### src/rtl/ebt_pkg.sv
package ebt_pkg;
  localparam int CFG_W = 4;
  localparam int CFG_TWO_GAP = 0;
  localparam int CFG_RRD_EN = 1;
  localparam int CFG_WAR_EN = 2;
  localparam int CFG_RAW_EN = 3;
  localparam logic [CFG_W-1:0] CFG_RESET = 4'b1110;

  typedef enum logic [2:0] {
    ST_FREE, ST_GAP1, ST_GAP2, ST_A1, ST_A2, ST_A3
  } seqState_t;

  typedef struct packed {
    logic capture;   // request taken this cycle
    logic launch;    // next state is A1
    logic ale;       // state A1
    logic active;    // A1..A3
    logic strobe;    // A2..A3
    logic sample;    // A3
  } busStrobe_t;
endpackage

### src/rtl/ebt_seq_ctrl.sv
module ebt_seq_ctrl
  import ebt_pkg::*;
#(
  parameter int AREA_W = 3,
  parameter bit RAW_GAP_EN = 1'b1
) (
  input  logic              clk,
  input  logic              rstN,
  input  logic              cfgWrite,
  input  logic [CFG_W-1:0]  cfgData,
  input  logic              reqValid,
  input  logic              reqWrite,
  input  logic [AREA_W-1:0] reqArea,
  input  logic              curWrite,
  input  logic [AREA_W-1:0] curArea,
  output logic              reqReady,
  output logic              done,
  output busStrobe_t        stb
);
  seqState_t state, nextState;
  logic [CFG_W-1:0] cfgQ;
  logic twoGapQ;
  logic take, hazard, rrdHaz, warHaz, rawHaz;

  always_ff @(posedge clk) begin
    if (!rstN) cfgQ <= CFG_RESET;
    else if (cfgWrite) cfgQ <= cfgData;
  end

  assign reqReady = (state == ST_FREE) || (state == ST_A3);
  assign take = reqValid && reqReady;

  assign rrdHaz = cfgQ[CFG_RRD_EN] && !curWrite && !reqWrite && (reqArea != curArea);
  assign warHaz = cfgQ[CFG_WAR_EN] && !curWrite && reqWrite;

  generate
    if (RAW_GAP_EN) begin : g_raw
      assign rawHaz = cfgQ[CFG_RAW_EN] && curWrite && !reqWrite;
    end else begin : g_noRaw
      assign rawHaz = 1'b0;
    end
  endgenerate

  // only a request taken in A3 is back to back with the running access
  assign hazard = (state == ST_A3) && (rrdHaz || warHaz || rawHaz);

  always_comb begin
    nextState = state;
    case (state)
      ST_FREE: nextState = take ? ST_A1 : ST_FREE;
      ST_GAP1: nextState = twoGapQ ? ST_GAP2 : ST_A1;
      ST_GAP2: nextState = ST_A1;
      ST_A1:   nextState = ST_A2;
      ST_A2:   nextState = ST_A3;
      ST_A3:   nextState = take ? (hazard ? ST_GAP1 : ST_A1) : ST_FREE;
      default: nextState = ST_FREE;
    endcase
  end

  always_ff @(posedge clk) begin
    if (!rstN) begin
      state   <= ST_FREE;
      twoGapQ <= 1'b0;
      done    <= 1'b0;
    end else begin
      state <= nextState;
      if (take && hazard) twoGapQ <= cfgQ[CFG_TWO_GAP];
      done <= (state == ST_A3);
    end
  end

  always_comb begin
    stb.capture = take;
    stb.launch  = (nextState == ST_A1);
    stb.ale     = (state == ST_A1);
    stb.active  = (state == ST_A1) || (state == ST_A2) || (state == ST_A3);
    stb.strobe  = (state == ST_A2) || (state == ST_A3);
    stb.sample  = (state == ST_A3);
  end
endmodule

### src/rtl/ebt_bus_dp.sv
module ebt_bus_dp
  import ebt_pkg::*;
#(
  parameter int NUM_AREAS = 8,
  parameter int ADDR_W = 16,
  parameter int DATA_W = 16,
  localparam int AREA_W = $clog2(NUM_AREAS)
) (
  input  logic                 clk,
  input  logic                 rstN,
  input  busStrobe_t           stb,
  input  logic                 reqWrite,
  input  logic [AREA_W-1:0]    reqArea,
  input  logic [ADDR_W-1:0]    reqAddr,
  input  logic [DATA_W-1:0]    reqWdata,
  input  logic [DATA_W-1:0]    busDin,
  output logic                 curWrite,
  output logic [AREA_W-1:0]    curArea,
  output logic [NUM_AREAS-1:0] busCs,
  output logic                 busAle,
  output logic                 busRd,
  output logic                 busWr,
  output logic [ADDR_W-1:0]    busAddr,
  output logic [DATA_W-1:0]    busDout,
  output logic                 busDoutEn,
  output logic [DATA_W-1:0]    rdData
);
  logic pendWrite;
  logic [AREA_W-1:0] pendArea;
  logic [ADDR_W-1:0] pendAddr;
  logic [DATA_W-1:0] pendWdata, curWdata;

  always_ff @(posedge clk) begin
    if (!rstN) begin
      pendWrite <= 1'b0;
      pendArea  <= '0;
      pendAddr  <= '0;
      pendWdata <= '0;
      curWrite  <= 1'b0;
      curArea   <= '0;
      busAddr   <= '0;
      curWdata  <= '0;
      rdData    <= '0;
    end else begin
      if (stb.capture) begin
        pendWrite <= reqWrite;
        pendArea  <= reqArea;
        pendAddr  <= reqAddr;
        pendWdata <= reqWdata;
      end
      // a request may go straight to A1 or wait behind turnaround states
      if (stb.launch) begin
        curWrite <= stb.capture ? reqWrite : pendWrite;
        curArea  <= stb.capture ? reqArea  : pendArea;
        busAddr  <= stb.capture ? reqAddr  : pendAddr;
        curWdata <= stb.capture ? reqWdata : pendWdata;
      end
      if (stb.sample && !curWrite) rdData <= busDin;
    end
  end

  generate
    for (genvar i = 0; i < NUM_AREAS; i++) begin : g_cs
      assign busCs[i] = stb.active && (curArea == AREA_W'(i));
    end
  endgenerate

  assign busAle    = stb.ale;
  assign busRd     = stb.strobe && !curWrite;
  assign busWr     = stb.strobe && curWrite;
  assign busDoutEn = stb.active && curWrite;
  assign busDout   = curWdata;
endmodule

### src/rtl/ext_bus_turnaround.sv
module ext_bus_turnaround
  import ebt_pkg::*;
#(
  parameter int NUM_AREAS = 8,
  parameter int ADDR_W = 16,
  parameter int DATA_W = 16,
  parameter bit RAW_GAP_EN = 1'b1,
  localparam int AREA_W = $clog2(NUM_AREAS)
) (
  input  logic                 clk,
  input  logic                 rstN,
  input  logic                 cfgWrite,
  input  logic [CFG_W-1:0]     cfgData,
  input  logic                 reqValid,
  output logic                 reqReady,
  input  logic                 reqWrite,
  input  logic [AREA_W-1:0]    reqArea,
  input  logic [ADDR_W-1:0]    reqAddr,
  input  logic [DATA_W-1:0]    reqWdata,
  output logic [NUM_AREAS-1:0] busCs,
  output logic                 busAle,
  output logic                 busRd,
  output logic                 busWr,
  output logic [ADDR_W-1:0]    busAddr,
  output logic [DATA_W-1:0]    busDout,
  output logic                 busDoutEn,
  input  logic [DATA_W-1:0]    busDin,
  output logic [DATA_W-1:0]    rdData,
  output logic                 done
);
  busStrobe_t stb;
  logic curWrite;
  logic [AREA_W-1:0] curArea;

  ebt_seq_ctrl #(.AREA_W(AREA_W), .RAW_GAP_EN(RAW_GAP_EN)) ctrl_i (
    .clk(clk), .rstN(rstN), .cfgWrite(cfgWrite), .cfgData(cfgData),
    .reqValid(reqValid), .reqWrite(reqWrite), .reqArea(reqArea),
    .curWrite(curWrite), .curArea(curArea), .reqReady(reqReady),
    .done(done), .stb(stb)
  );

  ebt_bus_dp #(.NUM_AREAS(NUM_AREAS), .ADDR_W(ADDR_W), .DATA_W(DATA_W)) dp_i (
    .clk(clk), .rstN(rstN), .stb(stb), .reqWrite(reqWrite), .reqArea(reqArea),
    .reqAddr(reqAddr), .reqWdata(reqWdata), .busDin(busDin),
    .curWrite(curWrite), .curArea(curArea), .busCs(busCs), .busAle(busAle),
    .busRd(busRd), .busWr(busWr), .busAddr(busAddr), .busDout(busDout),
    .busDoutEn(busDoutEn), .rdData(rdData)
  );
endmodule

### config.mk
export PLATFORM = sky130hd
export DESIGN_NAME = ext_bus_turnaround
export DESIGN_NICKNAME = d
export VERILOG_FILES = /design/src/rtl/ebt_pkg.sv /design/src/rtl/ebt_seq_ctrl.sv /design/src/rtl/ebt_bus_dp.sv /design/src/rtl/ext_bus_turnaround.sv
export SDC_FILE = /design/constraint.sdc
export NUM_CORES = 1
export LEC_CHECK = 0
export BUFFER_PORTS_ARGS = -buffer_cell sky130_fd_sc_hd__buf_2
export CORE_MARGIN = 2
export CORE_UTILIZATION = 50
export DETAILED_ROUTE_END_ITERATION = 12
export MAX_ROUTING_LAYER = met4
export PLACE_DENSITY = 0.87
export SLEW_MARGIN = 10
export SYNTH_ARGS = -nofsm -noshare
export SYNTH_HDL_FRONTEND = slang
export SYNTH_HIERARCHICAL = 1
export SYNTH_SLANG_ARGS = --single-unit
### constraint.sdc
create_clock -name clk -period 2 [get_ports clk]
set_input_delay 0.2 -clock clk [delete_from_list [all_inputs] [get_ports clk]]
set_output_delay 0.2 -clock clk [all_outputs]
set_load 0.01 [all_outputs]
==> impl_results.rst <==
.. list-table::
   :header-rows: 1

   * - Metric
     - Value
   * - Clock sink count
     - 97
   * - Via count
     - approximately 3100
   * - Most area-hungry cell type in the Yosys netlist
     - sky130_fd_sc_hd__dfxtp_1
   * - Placeable core area
     - 0.00733 mm²
   * - Max H-tree Level
     - 3
   * - Met2 Track Usage GR
     - 0.326
   * - Fin. max-slew vios
     - 0
   * - Unrepaired setup endpoints after global routing
     - false
   * - Number of instances in the synthesized netlist
     - just under 400
   * - Yosys warning total
     - 6
   * - Final min period
     - 1.84 ns
   * - Vias/cell
     - between 5 and 6
   * - Synthesis-to-layout area growth
     - 22.8%
   * - Final hold violations
     - 0
   * - Clock root buffer master
     - sky130_fd_sc_hd__clkbuf_8
   * - Data arrival at the endpoint of the critical path
     - about 2.1 ns
   * - Number of core rows
     - 31
   * - Synth Cell Area
     - approximately 0.0038 mm²
   * - Hold Crit Class
     - input pin to flip-flop
   * - Chip Width
     - just over 90 µm
   * - Clock Path Buffers
     - 2
   * - Clock Skew
     - ~0.016 ns
   * - Ratio of cells with drive above 1 in the final layout
     - 0.335
   * - Pre-Repair DR Iteration Count
     - 5
   * - CTS clk-pin slew, worst paths
     - 0.10 ns
   * - Gr ovfl total
     - 0
   * - Asr flop ratio synth
     - 0
   * - GR Util met3
     - 0.0432
   * - TritonCTS clock tree
     - done
   * - TNS Setup
     - 0 ns
   * - Worst Max-Slew Pin Slew
     - about 0.71 ns
   * - Highest attainable clock frequency
     - 545 MHz
   * - Most used DFF post-synth
     - sky130_fd_sc_hd__dfxtp_1
   * - Gpl congestion
     - ~0.9
   * - Total I/O pin count
     - about 120
   * - Category of the worst setup path launch point
     - flip-flop
   * - Fraction of the core area covered by cells at the end of the flow
     - 0.642
   * - Total power divided by cell area
     - between 1000 and 1500 mW/mm²
   * - Setup crit end kind
     - flip-flop
   * - Required time reported for the critical path endpoint
     - about 2.3 ns
   * - Leading cell types by total area after synthesis
     - sky130_fd_sc_hd__dfxtp_1, sky130_fd_sc_hd__mux2i_1, sky130_fd_sc_hd__nor2b_1
   * - Die area
     - between 0.008 and 0.009 mm²
   * - Fraction of synthesized cell area taken by the top area cell type
     - 0.507
   * - Clock latency of the later-clocked register in the worst-skew pair
     - between 0.3 and 0.4 ns
   * - Num CTS Buffers
     - 9
   * - VDD IR-drop max
     - 0.602 mV
   * - WL per Instance
     - 14.1 µm
   * - Hpwl dp
     - a little under 6000 µm
   * - Flop and latch count out of synthesis
     - just under 100
   * - DRC violations left
     - 0
   * - Nets
     - between 500 and 600
   * - Kind of critical path
     - flip-flop to flip-flop
   * - Antenna fix cells
     - 0
   * - Number of buffer cells added on primary ports
     - between 100 and 150
   * - Worst max-slew margin expressed relative to the limit
     - 0.526
   * - Residual antenna-violating net count after detailed routing
     - 0
   * - Maximum number of pins on one net before global-route repair
     - 48
   * - Post-Synthesis Net Count
     - between 400 and 500
   * - Global-route wire length before repair
     - roughly 14000 µm
   * - Violation count after the first detailed-route iteration
     - ~210
   * - Number of enable flip-flop cells after synthesis
     - 0
   * - Vias in the first global route
     - 2935
   * - Die Y
     - 91.6 µm
   * - Initial antenna violation count
     - 0
   * - Sequential fraction of the synthesis area
     - 0.507
   * - MaxCap Viol Count
     - 0
   * - Number of setup violations in the final report
     - 0
   * - Effective utilization at floorplan
     - 0.523
   * - Met1 demand-to-capacity share in global routing
     - 0.254
   * - Total routed wirelength
     - approximately 8500 µm
   * - Crit path max fanout
     - 21
   * - Number of hold buffers added after cts
     - 0
   * - Number of library cell types mapped by synthesis
     - 38
   * - Avg Cell Area, Syn
     - 9.80 µm²
   * - Run status
     - finished, final reports clean
   * - Final period util
     - 0.918
   * - Highest-utilization routing layer at the global route stage
     - met2
   * - Static leakage
     - 0.00204 µW
   * - Aggregate global-route resource usage
     - 0.203
## registers in the layout (all words and copies together), names as in the netlist
name / flops
dp_i/busAddr: 16
dp_i/busDout: 16
dp_i/pendAddr: 16
dp_i/pendWdata: 16
dp_i/rdData: 16
ctrl_i/cfgQ: 4
ctrl_i/state: 3
dp_i/curArea: 3
dp_i/pendArea: 3
ctrl_i/done: 1
ctrl_i/twoGapQ: 1
dp_i/curWrite: 1
dp_i/pendWrite: 1
## cell usage in the layout, fill, tap and decap left out, drive strengths merged, types with 2 or more instances in the layout
master / count
buf: 132
dfxtp: 97
nand2: 41
mux2i: 41
o21ai: 40
nor2b: 39
a21oi: 38
a21boi: 16
nor2: 11
clkbuf: 11
inv: 8
nand2b: 6
xor2: 4
nor3: 4
a31oi: 2
and2: 2
clkinv: 2
a211oi: 2
## power breakdown
part           leakage (µW)  switching [µW]  internal [µW]  total (µW)
logic               0.00115             978            789        1770
clock network     0.0000952             693            505        1200
registers          0.000795             210           2310        2520
total               0.00204            1880           3610        5490
## synthesized netlist by cell type, types with 2 or more instances
cell and instances:
sky130_fd_sc_hd__dfxtp_1 97, sky130_fd_sc_hd__mux2i_1 41, sky130_fd_sc_hd__nand2_1 41, sky130_fd_sc_hd__nor2b_1 39, sky130_fd_sc_hd__o21ai_0 39, sky130_fd_sc_hd__a21oi_1 38, sky130_fd_sc_hd__clkbuf_1 13, sky130_fd_sc_hd__nor2_1 11
sky130_fd_sc_hd__a21boi_2 10, sky130_fd_sc_hd__buf_2 7, sky130_fd_sc_hd__a21boi_0 6, sky130_fd_sc_hd__buf_4 5, sky130_fd_sc_hd__nand2b_1 5, sky130_fd_sc_hd__inv_1 4, sky130_fd_sc_hd__nor3_1 4, sky130_fd_sc_hd__xor2_1 4
sky130_fd_sc_hd__buf_12 3, sky130_fd_sc_hd__a31oi_1 2, sky130_fd_sc_hd__and2_1 2, sky130_fd_sc_hd__buf_6 2
## per-layer routing
layer  vias up  share of wire
li1       1541              -
met1      1420           0.45
met2       118           0.47
met3        11          0.061
met4         0          0.014
met5         -              0
## metrics by stage
step | hold WS (ns) | cells | instance area, µm² | power (µW) | setup slack (ns)
2_1_floorplan | 0.328 | 391 | 3830 | 3670 | 0.284
3_3_place_gp | 0.412 | 589 | 4480 | 4160 | 0.187
3_5_place_dp | 0.423 | 589 | 4480 | 4240 | 0.0897
4_1_cts | 0.0556 | 605 | 4670 | 5450 | 0.0175
5_1_grt | 0.0667 | 607 | 4710 | 5810 | 0.0270
6_report | 0.0734 | 607 | 4710 | 5490 | 0.165
## critical path, stage by stage (launching register included)
cell	delay, ns
sky130_fd_sc_hd__dfxtp_2	0.41
sky130_fd_sc_hd__xor2_1	0.26
sky130_fd_sc_hd__nor4_4	0.09
sky130_fd_sc_hd__a31oi_1	0.32
sky130_fd_sc_hd__o22ai_4	0.16
sky130_fd_sc_hd__buf_4	0.17
sky130_fd_sc_hd__clkbuf_16	0.18
sky130_fd_sc_hd__a21oi_1	0.17
## final cells by class
class | count | area, µm²
inverter | 5 | 18.8
clock inverter | 6 | 50.0
multi-input combinational | 257 | 1670
timing repair buffer | 133 | 763
tap | 99 | 124
fill | 588 | 2630
clock buffer | 10 | 138
sequential | 97 | 1950
## worst paths after layout
check | start | end | slack, ns | cells past startpoint
worst min-delay path | cfgData[2] | ctrl_i/cfgQ[2]$_SDFFE_PN1P_ | 0.07 | 3
worst min register to register | dp_i/rdData[4]$_SDFFE_PN0P_ | dp_i/rdData[4]$_SDFFE_PN0P_ | 0.47 | 2
worst max register to register | dp_i/curArea[2]$_SDFFE_PN0P_ | dp_i/busDout[7]$_SDFFE_PN0P_ | 0.16 | 7
worst max-delay path | dp_i/curArea[2]$_SDFFE_PN0P_ | dp_i/busDout[7]$_SDFFE_PN0P_ | 0.16 | 7
## logic make-up after synthesis
family	count (synthesis)	share of synthesized area
compound gates	101	0.158
xor+xnor	4	0.00914
simple gates	110	0.153
buf+inv	37	0.0633
flops	97	0.507
mux	42	0.110
## repair_timing
action	CTS	global route
resized for setup	1	3
pin swaps	0	1
cloned	0	1
buffers inserted	0	1
setup endpoints to repair	5	34
(Power assumes the default switching activity.)
